$ cat src/rtl/acc_alu_pkg.sv
package acc_alu_pkg;
  localparam int W = 8;

  typedef enum logic [2:0] {
    OP_ADD = 3'b000, OP_ADC = 3'b001, OP_SUB = 3'b010, OP_SBB = 3'b011,
    OP_AND = 3'b100, OP_XOR = 3'b101, OP_OR  = 3'b110, OP_CMP = 3'b111
  } alu_op_e;

  typedef enum logic [1:0] {
    RT_LCIRC = 2'b00, RT_RCIRC = 2'b01, RT_LTHRU = 2'b10, RT_RTHRU = 2'b11
  } rot_e;

  typedef struct packed {
    logic [W-1:0] res;
    logic         cout;
  } alu_res_t;

  function automatic alu_res_t f_arith(input logic [2:0] op, input logic [W-1:0] a,
                                       input logic [W-1:0] b, input logic cin);
    alu_res_t r;
    logic [W:0] wide;
    wide = '0;
    unique case (op)
      OP_ADD: wide = {1'b0, a} + {1'b0, b};
      OP_ADC: wide = {1'b0, a} + {1'b0, b} + {{W{1'b0}}, cin};
      OP_SUB, OP_CMP: wide = {1'b0, a} - {1'b0, b};
      OP_SBB: wide = {1'b0, a} - {1'b0, b} - {{W{1'b0}}, cin};
      OP_AND: wide = {1'b0, a & b};
      OP_XOR: wide = {1'b0, a ^ b};
      default: wide = {1'b0, a | b};
    endcase
    r.res  = wide[W-1:0];
    r.cout = wide[W];
    return r;
  endfunction

  function automatic alu_res_t f_rotate(input logic [1:0] sel, input logic [W-1:0] a,
                                        input logic cin);
    alu_res_t r;
    unique case (sel)
      RT_LCIRC: begin r.res = {a[W-2:0], a[W-1]}; r.cout = a[W-1]; end
      RT_RCIRC: begin r.res = {a[0], a[W-1:1]};   r.cout = a[0];   end
      RT_LTHRU: begin r.res = {a[W-2:0], cin};    r.cout = a[W-1]; end
      default:  begin r.res = {cin, a[W-1:1]};    r.cout = a[0];   end
    endcase
    return r;
  endfunction

  function automatic logic f_even(input logic [W-1:0] v);
    return ~(^v);
  endfunction
endpackage

$ cat src/rtl/acc_arith_unit.sv
module acc_arith_unit
  import acc_alu_pkg::*;
(
  input  logic [W-1:0] acc_in,
  input  logic [W-1:0] opnd_in,
  input  logic [2:0]   op_sel,
  input  logic         rot_req,
  input  logic [1:0]   rot_sel,
  input  logic         cin,
  output logic [W-1:0] acc_out,
  output logic         acc_we,
  output logic         cout,
  output logic [W-1:0] flag_res,
  output logic         upd_all
);
  alu_res_t ar, rr;

  always_comb begin
    ar = f_arith(op_sel, acc_in, opnd_in, cin);
    rr = f_rotate(rot_sel, acc_in, cin);
    if (rot_req) begin
      acc_out  = rr.res;
      cout     = rr.cout;
      acc_we   = 1'b1;
      upd_all  = 1'b0;
      flag_res = rr.res;
    end else begin
      acc_out  = (op_sel == OP_CMP) ? acc_in : ar.res;
      cout     = ar.cout;
      acc_we   = (op_sel != OP_CMP);
      upd_all  = 1'b1;
      flag_res = ar.res;
    end
  end

  always_comb begin
    if (!rot_req && op_sel == OP_CMP)
      AST_CMP_KEEPS_ACC: assert (acc_out == acc_in);
  end
endmodule

$ cat src/rtl/acc_flag_reg.sv
module acc_flag_reg
  import acc_alu_pkg::*;
(
  input  logic         clk,
  input  logic         rst_n,
  input  logic         en,
  input  logic         upd_all,
  input  logic         cout,
  input  logic [W-1:0] flag_res,
  output logic         carry_q,
  output logic         zero_q,
  output logic         sign_q,
  output logic         parity_q
);
  always_ff @(posedge clk or negedge rst_n) begin
    if (!rst_n) begin
      carry_q  <= 1'b0;
      zero_q   <= 1'b0;
      sign_q   <= 1'b0;
      parity_q <= 1'b0;
    end else if (en) begin
      carry_q <= cout;
      if (upd_all) begin
        zero_q   <= (flag_res == '0);
        sign_q   <= flag_res[W-1];
        parity_q <= f_even(flag_res);
      end
    end
  end

  AST_ROT_HOLDS_ZSP: assert property (@(posedge clk) disable iff (!rst_n)
    (en && !upd_all) |=> ($stable(zero_q) && $stable(sign_q) && $stable(parity_q)));
  AST_IDLE_HOLDS: assert property (@(posedge clk) disable iff (!rst_n)
    !en |=> ($stable(carry_q) && $stable(zero_q) && $stable(sign_q) && $stable(parity_q)));
  AST_ZERO_TRACKS: assert property (@(posedge clk) disable iff (!rst_n)
    (en && upd_all) |=> (zero_q == ($past(flag_res) == '0)));
endmodule

$ cat src/rtl/acc_cond_eval.sv
module acc_cond_eval (
  input  logic [2:0] cond_sel,
  input  logic       carry_q,
  input  logic       zero_q,
  input  logic       sign_q,
  input  logic       parity_q,
  output logic       cond_true
);
  logic picked;
  always_comb begin
    unique case (cond_sel[1:0])
      2'b00:   picked = carry_q;
      2'b01:   picked = zero_q;
      2'b10:   picked = sign_q;
      default: picked = parity_q;
    endcase
    cond_true = cond_sel[2] ? picked : ~picked;
  end
endmodule

$ cat src/rtl/acc_alu_flags.sv
module acc_alu_flags
  import acc_alu_pkg::*;
(
  input  logic         clk,
  input  logic         rst_n,
  input  logic         en,
  input  logic [7:0]   acc_in,
  input  logic [7:0]   opnd_in,
  input  logic [2:0]   op_sel,
  input  logic         rot_req,
  input  logic [1:0]   rot_sel,
  input  logic [2:0]   cond_sel,
  output logic [7:0]   acc_out,
  output logic         acc_we,
  output logic         carry_q,
  output logic         zero_q,
  output logic         sign_q,
  output logic         parity_q,
  output logic         cond_true
);
  logic         cout;
  logic [W-1:0] flag_res;
  logic         upd_all;

  acc_arith_unit u_arith (
    .acc_in(acc_in), .opnd_in(opnd_in), .op_sel(op_sel), .rot_req(rot_req),
    .rot_sel(rot_sel), .cin(carry_q), .acc_out(acc_out), .acc_we(acc_we),
    .cout(cout), .flag_res(flag_res), .upd_all(upd_all)
  );

  acc_flag_reg u_flags (
    .clk(clk), .rst_n(rst_n), .en(en), .upd_all(upd_all), .cout(cout),
    .flag_res(flag_res), .carry_q(carry_q), .zero_q(zero_q), .sign_q(sign_q),
    .parity_q(parity_q)
  );

  acc_cond_eval u_cond (
    .cond_sel(cond_sel), .carry_q(carry_q), .zero_q(zero_q), .sign_q(sign_q),
    .parity_q(parity_q), .cond_true(cond_true)
  );

  AST_CMP_NO_WRITE: assert property (@(posedge clk) disable iff (!rst_n)
    (!rot_req && op_sel == OP_CMP) |-> !acc_we);
  AST_LOGIC_CLR_CARRY: assert property (@(posedge clk) disable iff (!rst_n)
    (en && !rot_req && op_sel[2] && op_sel != OP_CMP) |=> !carry_q);
  AST_CMP_BORROW: assert property (@(posedge clk) disable iff (!rst_n)
    (en && !rot_req && op_sel == OP_CMP) |=> (carry_q == ($past(opnd_in) > $past(acc_in))));
endmodule

$ cat config.mk
export PLATFORM = sky130hd
export DESIGN_NAME = acc_alu_flags
export DESIGN_NICKNAME = d
export VERILOG_FILES = /design/src/rtl/acc_alu_pkg.sv /design/src/rtl/acc_arith_unit.sv /design/src/rtl/acc_flag_reg.sv /design/src/rtl/acc_cond_eval.sv /design/src/rtl/acc_alu_flags.sv
export SDC_FILE = /design/constraint.sdc
export NUM_CORES = 1
export LEC_CHECK = 0
export CAP_MARGIN = 15
export CORE_ASPECT_RATIO = 1.75
export CORE_MARGIN = 1.5
export CORE_UTILIZATION = 45
export DETAILED_ROUTE_END_ITERATION = 7
export DONT_BUFFER_PORTS = 1
export GPL_ROUTABILITY_DRIVEN = 0
export PLACE_DENSITY_LB_ADDON = 0.08
export SYNTH_ARGS = -nofsm -noshare
export SYNTH_HDL_FRONTEND = slang
export SYNTH_SLANG_ARGS = --single-unit
$ cat constraint.sdc
create_clock -name clk -period 8.3 [get_ports clk]
set_input_delay 1.245 -clock clk [delete_from_list [all_inputs] [get_ports clk]]
set_output_delay 1.245 -clock clk [all_outputs]
set_load 0.01 [all_outputs]
# Word-level counts from Yosys, hierarchy flattened
# Index checks and enable logic that the tools add are counted.
# classes
add_sub_neg	4
n_eq_ne	11
n_mux	9
n_bitwise	6
n_reduce_logical	7
# op_table
cell	n
$pmux 9 s6	1
$pmux 9 s3	1
$mux 8	3
$add 8x8->9	1
$add 9x1->9	1
$eq 3x3->1 const B	3
$sub 8x8->9	1
$sub 9x1->9	1
$and 8x8->8	1
$logic_not 8->1	1
$or 8x8->8	1
$reduce_xor 8->1	1
$xor 8x8->8	1
$eq 3x2->1 const B	2
$eq 2x1->1 const B	2
$eq 2x2->1 const B	2
$logic_not 2->1	2
$eq 3x1->1 const B	1
$logic_not 3->1	1
$mux 1	3
$ne 3x3->1 const B	1
$not 1->1	3
$pmux 1 s3	1
$reduce_and 2->1	1
$reduce_or 2->1	1
# totals
register_bits	4
input_bits	28
out_inout_bits	14
wordCells	41

# Longest topological paths before layout
# depth
depth_word	6
mapped_depth	15
mapped_depth_nobuf	15

# Hierarchy
# From an unflattened synthesis, not the netlist that was laid out.
# hier_totals
cells_unflattened	341
area_unflattened_um2	2416.1
# modules_own_cells
module	n_inst	cells_per_inst	area_each_um2	seq_area_each_um2
acc_arith_unit	1	311	2130.8	0.0
acc_flag_reg	1	28	254.0	100.1
acc_cond_eval	1	2	31.3	0.0

# Worst setup path before layout
# OpenSTA, ideal clock, no wires.
# synth_path
kind	input-to-output
start	input acc_in[0]
end	output acc_out[7]
arrival_time_ps	3833
required_ps	7055
path_slack_ps	3222
path_stages	10
n_path_buf	0
path_cell_list	ha_1 -> fa_1 -> a211oi_2 -> o2111ai_1 -> nor4b_2 -> nand2_1 -> a211o_1 -> nand3_1 -> o211ai_1 -> o311ai_1
# synth_between
elab_chain_len	5
elab_cells_between_ends	8
cone_classes	add/sub (4); mux (4)
# synth_rtl
item	line	text
start: declaration	acc_alu_flags.sv:7	input logic [7:0] acc_in,
$sub 8x8->9 or $add 8x8->9 (tied branches)	-	
$sub 9x1->9 or $add 9x1->9 (tied branches)	acc_alu_pkg.sv:27, acc_alu_pkg.sv:25	
$pmux 9 s6	acc_alu_pkg.sv:23	unique case (op)
$mux 8	acc_arith_unit.sv:28	acc_out = (op_sel == OP_CMP) ? acc_in : ar.res;
$mux 8 (*)	acc_arith_unit.sv:21	if (rot_req) begin
end: declaration	acc_alu_flags.sv:13	output logic [7:0] acc_out,
# Every way passes the cells marked *; elsewhere a longest branch is shown, timed or not.

# Worst setup path after layout
# Same ends and word-level chain as after synthesis.

==> reports/summary.json <==
{
  "place_hpwl": {"value": 6400, "unit": "µm"},
  "yosysTopAreaCell": {"value": "ha_1"},
  "ys_ff_latch": {"value": 4},
  "largest_net_degree_at_the_start_of_global_routing": {"value": 32},
  "first_global_vias": {"value": 2471},
  "ctsRootBufferMaster": {"value": "clkbuf_8"},
  "leakage_power_of_the_design": {"value": 1.01, "unit": "nW"},
  "wl": {"value": 7880, "unit": "µm"},
  "synth_enable_flop_cells": {"value": 0},
  "mappedNetlistNets": {"value": 406},
  "power_per_cell_area": {"value": 105, "unit": "mW/mm²"},
  "post_synth_main_area_contributors": {"value": "ha_1 17%, nand2_1 5.6%, xnor2_1 5.1%"},
  "ir_drop": {"value": 0.0356, "unit": "mV"},
  "drt_drc_violations_left": {"value": 4},
  "core_area": {"value": 0.00521, "unit": "mm²"},
  "max_cap_viols": {"value": 0},
  "relSlewSlack": {"value": 55.5, "unit": "%"},
  "worst_setup_hold_path_clk_slew": {"value": 0.03, "unit": "ns"},
  "routed_via_density": {"value": 6.62},
  "yosysTopAreaCellShare": {"value": 16.7, "unit": "%"},
  "cpPeakStageDelay": {"value": 0.57, "unit": "ns"},
  "drt_iter0_markers": {"value": 166},
  "critical_path_class": {"value": "in2out"},
  "chipWidth": {"value": 58.2, "unit": "µm"},
  "cp_cell_sequence": {"value": "ha_1 > fa_1 > a211oi_2 > o2111ai_1 > nor4b_2 > nand2_1 > a211o_1 > nand3_1 > o211ai_1 > o311ai_1"},
  "rsz0062_at_grt": {"value": "false"},
  "worst_path_dominant_cell_family": {"value": "compound AO/OA/AOI/OAI gates"},
  "worst_setup_path_startpoint": {"value": "acc_in[0]"},
  "postLayoutCoreUtil": {"value": 46.8, "unit": "%"},
  "worstMarginPinSlew": {"value": 0.663, "unit": "ns"},
  "crit-reg2reg-launch": {"value": "u_flags.carry_q$_DFFE_PN0P_"},
  "cts_htree_levels": {"value": 1},
  "portBuffers": {"value": 0},
  "multi_input_area": {"value": 0.00214, "unit": "mm²"},
  "cp_num_buf_inv": {"value": 0},
  "fp.dieArea": {"value": 0.00580, "unit": "mm²"},
  "insertedDiodeCount": {"value": 0},
  "final.fill_count": {"value": 563},
  "yosysWarningCount": {"value": 0},
  "antenna_found_initial": {"value": 0},
  "fmaxAchievable": {"value": 181, "unit": "MHz"},
  "netlist_instances": {"value": 344},
  "ios": {"value": 42},
  "drive_above_1_share": {"value": 3.64, "unit": "%"},
  "final.setup.tns": {"value": 0, "unit": "ns"},
  "seq_area_frac_synth": {"value": 4.17, "unit": "%"},
  "area_delta_synth_final": {"value": 1.62, "unit": "%"},
  "crit_arrival": {"value": 4.29, "unit": "ns"},
  "maxSlewViolCount": {"value": 0},
  "start_kind": {"value": "input pin"},
  "layout.nets": {"value": 394},
  "groute.usage.overall": {"value": 27.9, "unit": "%"},
  "synth_area_per_cell": {"value": 6.98, "unit": "µm²"},
  "dr.pass1.iters": {"value": 6},
  "vias": {"value": 2549},
  "highest_fanout_seen_on_the_critical_path": {"value": 10},
  "hold_path.class": {"value": "reg2reg"},
  "finalClockSkew": {"value": 0.000735, "unit": "ns"},
  "crit_path_end_kind": {"value": "output port"},
  "violated_checks": {"value": "DRC"},
  "timing.hold.worst.start": {"value": "u_flags.zero_q$_DFFE_PN0P_"},
  "min_clock_period_post_route": {"value": 5.53, "unit": "ns"},
  "start_util": {"value": 46.1, "unit": "%"},
  "post_cts.resized_instances": {"value": 0},
  "grt-ovfl-total": {"value": 0},
  "timing.final.setup_violations": {"value": 0},
  "critPathRequiredTime": {"value": 7.05, "unit": "ns"},
  "cpMaxStageDelayCell": {"value": "a211oi_2"},
  "die_height": {"value": 99.6, "unit": "µm"},
  "antenna_violating_nets_post_route": {"value": 0},
  "timing.final.hold_violations": {"value": 0},
  "drt-wirelength-per-cell": {"value": 20.5, "unit": "µm"},
  "synth_ff_type": {"value": "dfrtp_1"},
  "worstSkewPairLatency": {"value": 0.22, "unit": "ns"},
  "grt_first_pass_wirelength": {"value": 12400, "unit": "µm"},
  "postCtsHoldBufs": {"value": 0},
  "cts.sinks": {"value": 4},
  "maximum_root_to_sink_buffer_count": {"value": 2},
  "synth_area": {"value": 0.00240, "unit": "mm²"},
  "async_flop_share": {"value": 100, "unit": "%"},
  "area.sequential": {"value": 100, "unit": "µm²"},
  "ys_types": {"value": 65},
  "cts_made_buffers": {"value": 3},
  "tritoncts": {"value": "done"},
  "core.rowCount": {"value": 35},
  "post-cts-setup-buffers": {"value": 0},
  "final_critical_path_share_of_the_clock_period": {"value": 66.6, "unit": "%"},
  "status": {"value": "finished with violations"}
}
## state kept, by name, indices dropped and copies added (netlist names)
signal and count:
u_flags.parity_q 1, u_flags.zero_q 1, u_flags.sign_q 1, u_flags.carry_q 1
## Yosys cell counts, types with 2 or more instances
| cell type | count |
|---|---|
| a211o_1 | 4 |
| a211oi_1 | 6 |
| a21o_1 | 4 |
| a21oi_1 | 22 |
| a221oi_1 | 3 |
| a31oi_1 | 6 |
| a32oi_1 | 2 |
| and3_1 | 2 |
| buf_1 | 2 |
| buf_2 | 3 |
| clkbuf_1 | 11 |
| dfrtp_1 | 4 |
| fa_1 | 2 |
| ha_1 | 32 |
| inv_1 | 25 |
| mux2i_1 | 5 |
| mux4_2 | 2 |
| nand2_1 | 36 |
| nand2b_1 | 6 |
| nand3_1 | 9 |
| nand4_1 | 5 |
| nor2_1 | 25 |
| nor2b_1 | 5 |
| nor3_1 | 9 |
| nor3b_1 | 6 |
| nor4_1 | 4 |
| o211ai_1 | 11 |
| o21a_1 | 7 |
| o21ai_0 | 23 |
| o21bai_1 | 2 |
| o22ai_1 | 5 |
| o31a_1 | 2 |
| o31ai_1 | 2 |
| or3_1 | 4 |
| xnor2_1 | 14 |
| xor2_1 | 5 |
## tightest hold or removal path: stages (launching register included)
cell	delay [ns]
dfrtp_1	0.40
nand2_1	0.06
o21ai_0	0.06
## worst paths after layout
| path | end | slack (ns) | cells past startpoint |
|---|---|---|---|
| worst min register to register | u_flags.zero_q$_DFFE_PN0P_ | 0.56 | 2 |
| max in group asynchronous | u_flags.parity_q$_DFFE_PN0P_ | 7.51 | 0 |
| worst max register to register | u_flags.parity_q$_DFFE_PN0P_ | 5.02 | 13 |
| worst max-delay path | acc_out[7] | 2.77 | 10 |
| worst min-delay path | u_flags.zero_q$_DFFE_PN0P_ | 0.56 | 2 |
| min in group asynchronous | u_flags.sign_q$_DFFE_PN0P_ | 0.72 | 0 |
## through the flow
step	worst slack, ns	cells	instance area [µm²]	hold slack, ns	power, W
floorplan	3.22	344	2400	0.528	0.000182
detailed placement	2.77	382	2400	0.558	0.000212
global route	2.60	385	2440	0.603	0.000282
global placement	2.86	382	2400	0.556	0.000212
finish	2.77	385	2440	0.561	0.000256
CTS	2.76	385	2440	0.568	0.000255
## final cells by class
class                      instances  area share, %
tap                               55           2.82
clock buffer                       3           1.69
inverter                          25           3.85
multi-input combinational        298           87.5
sequential                         4           4.10
## cells by family (layout without fill, tap and decap cells)
group	Yosys count	in the layout	share of synthesized area [%]
AO/OA/AOI/OAI	115	115	33.1
XOR/XNOR	19	19	6.93
adder cells (fa/ha/maj)	34	34	18.3
buffers and inverters	42	28	6.88
flip-flops	4	4	4.17
multiplexers	7	7	3.96
AND/OR/NAND/NOR	123	123	26.6
## report_power, final
group          switching, W  leakage (nW)   total, W  internal (W)
sequential       0.00000718        0.0510  0.0000309     0.0000237
clock             0.0000103        0.0216  0.0000413     0.0000309
combinational      0.000107         0.934   0.000183     0.0000766
## layout by cell type, fill, tap and decap left out, types with 3 or more instances in the layout
| cell type | Yosys | routed |
|---|---|---|
| a211o_1 | 4 | 4 |
| a211oi_1 | 6 | 6 |
| a21o_1 | 4 | 4 |
| a21oi_1 | 22 | 22 |
| a221oi_1 | 3 | 3 |
| a31oi_1 | 6 | 6 |
| clkbuf_8 | 0 | 3 |
| dfrtp_1 | 4 | 4 |
| ha_1 | 32 | 32 |
| inv_1 | 25 | 25 |
| mux2i_1 | 5 | 5 |
| nand2_1 | 36 | 36 |
| nand2b_1 | 6 | 6 |
| nand3_1 | 9 | 9 |
| nand4_1 | 5 | 5 |
| nor2_1 | 25 | 25 |
| nor2b_1 | 5 | 5 |
| nor3_1 | 9 | 9 |
| nor3b_1 | 6 | 6 |
| nor4_1 | 4 | 4 |
| o211ai_1 | 11 | 11 |
| o21a_1 | 7 | 7 |
| o21ai_0 | 23 | 23 |
| o22ai_1 | 5 | 5 |
| or3_1 | 4 | 4 |
| xnor2_1 | 14 | 14 |
| xor2_1 | 5 | 5 |
## metal layers
metal  GRT usage [%]  share of wire, %  up-vias
met5               0                 0        -
met4            10.4               3.8        0
met3            4.16               5.1       21
met2            52.7                54       91
met1            29.9                37     1186
li1                -                 -     1251
No activity file was read; power rests on OpenSTA's default activity.
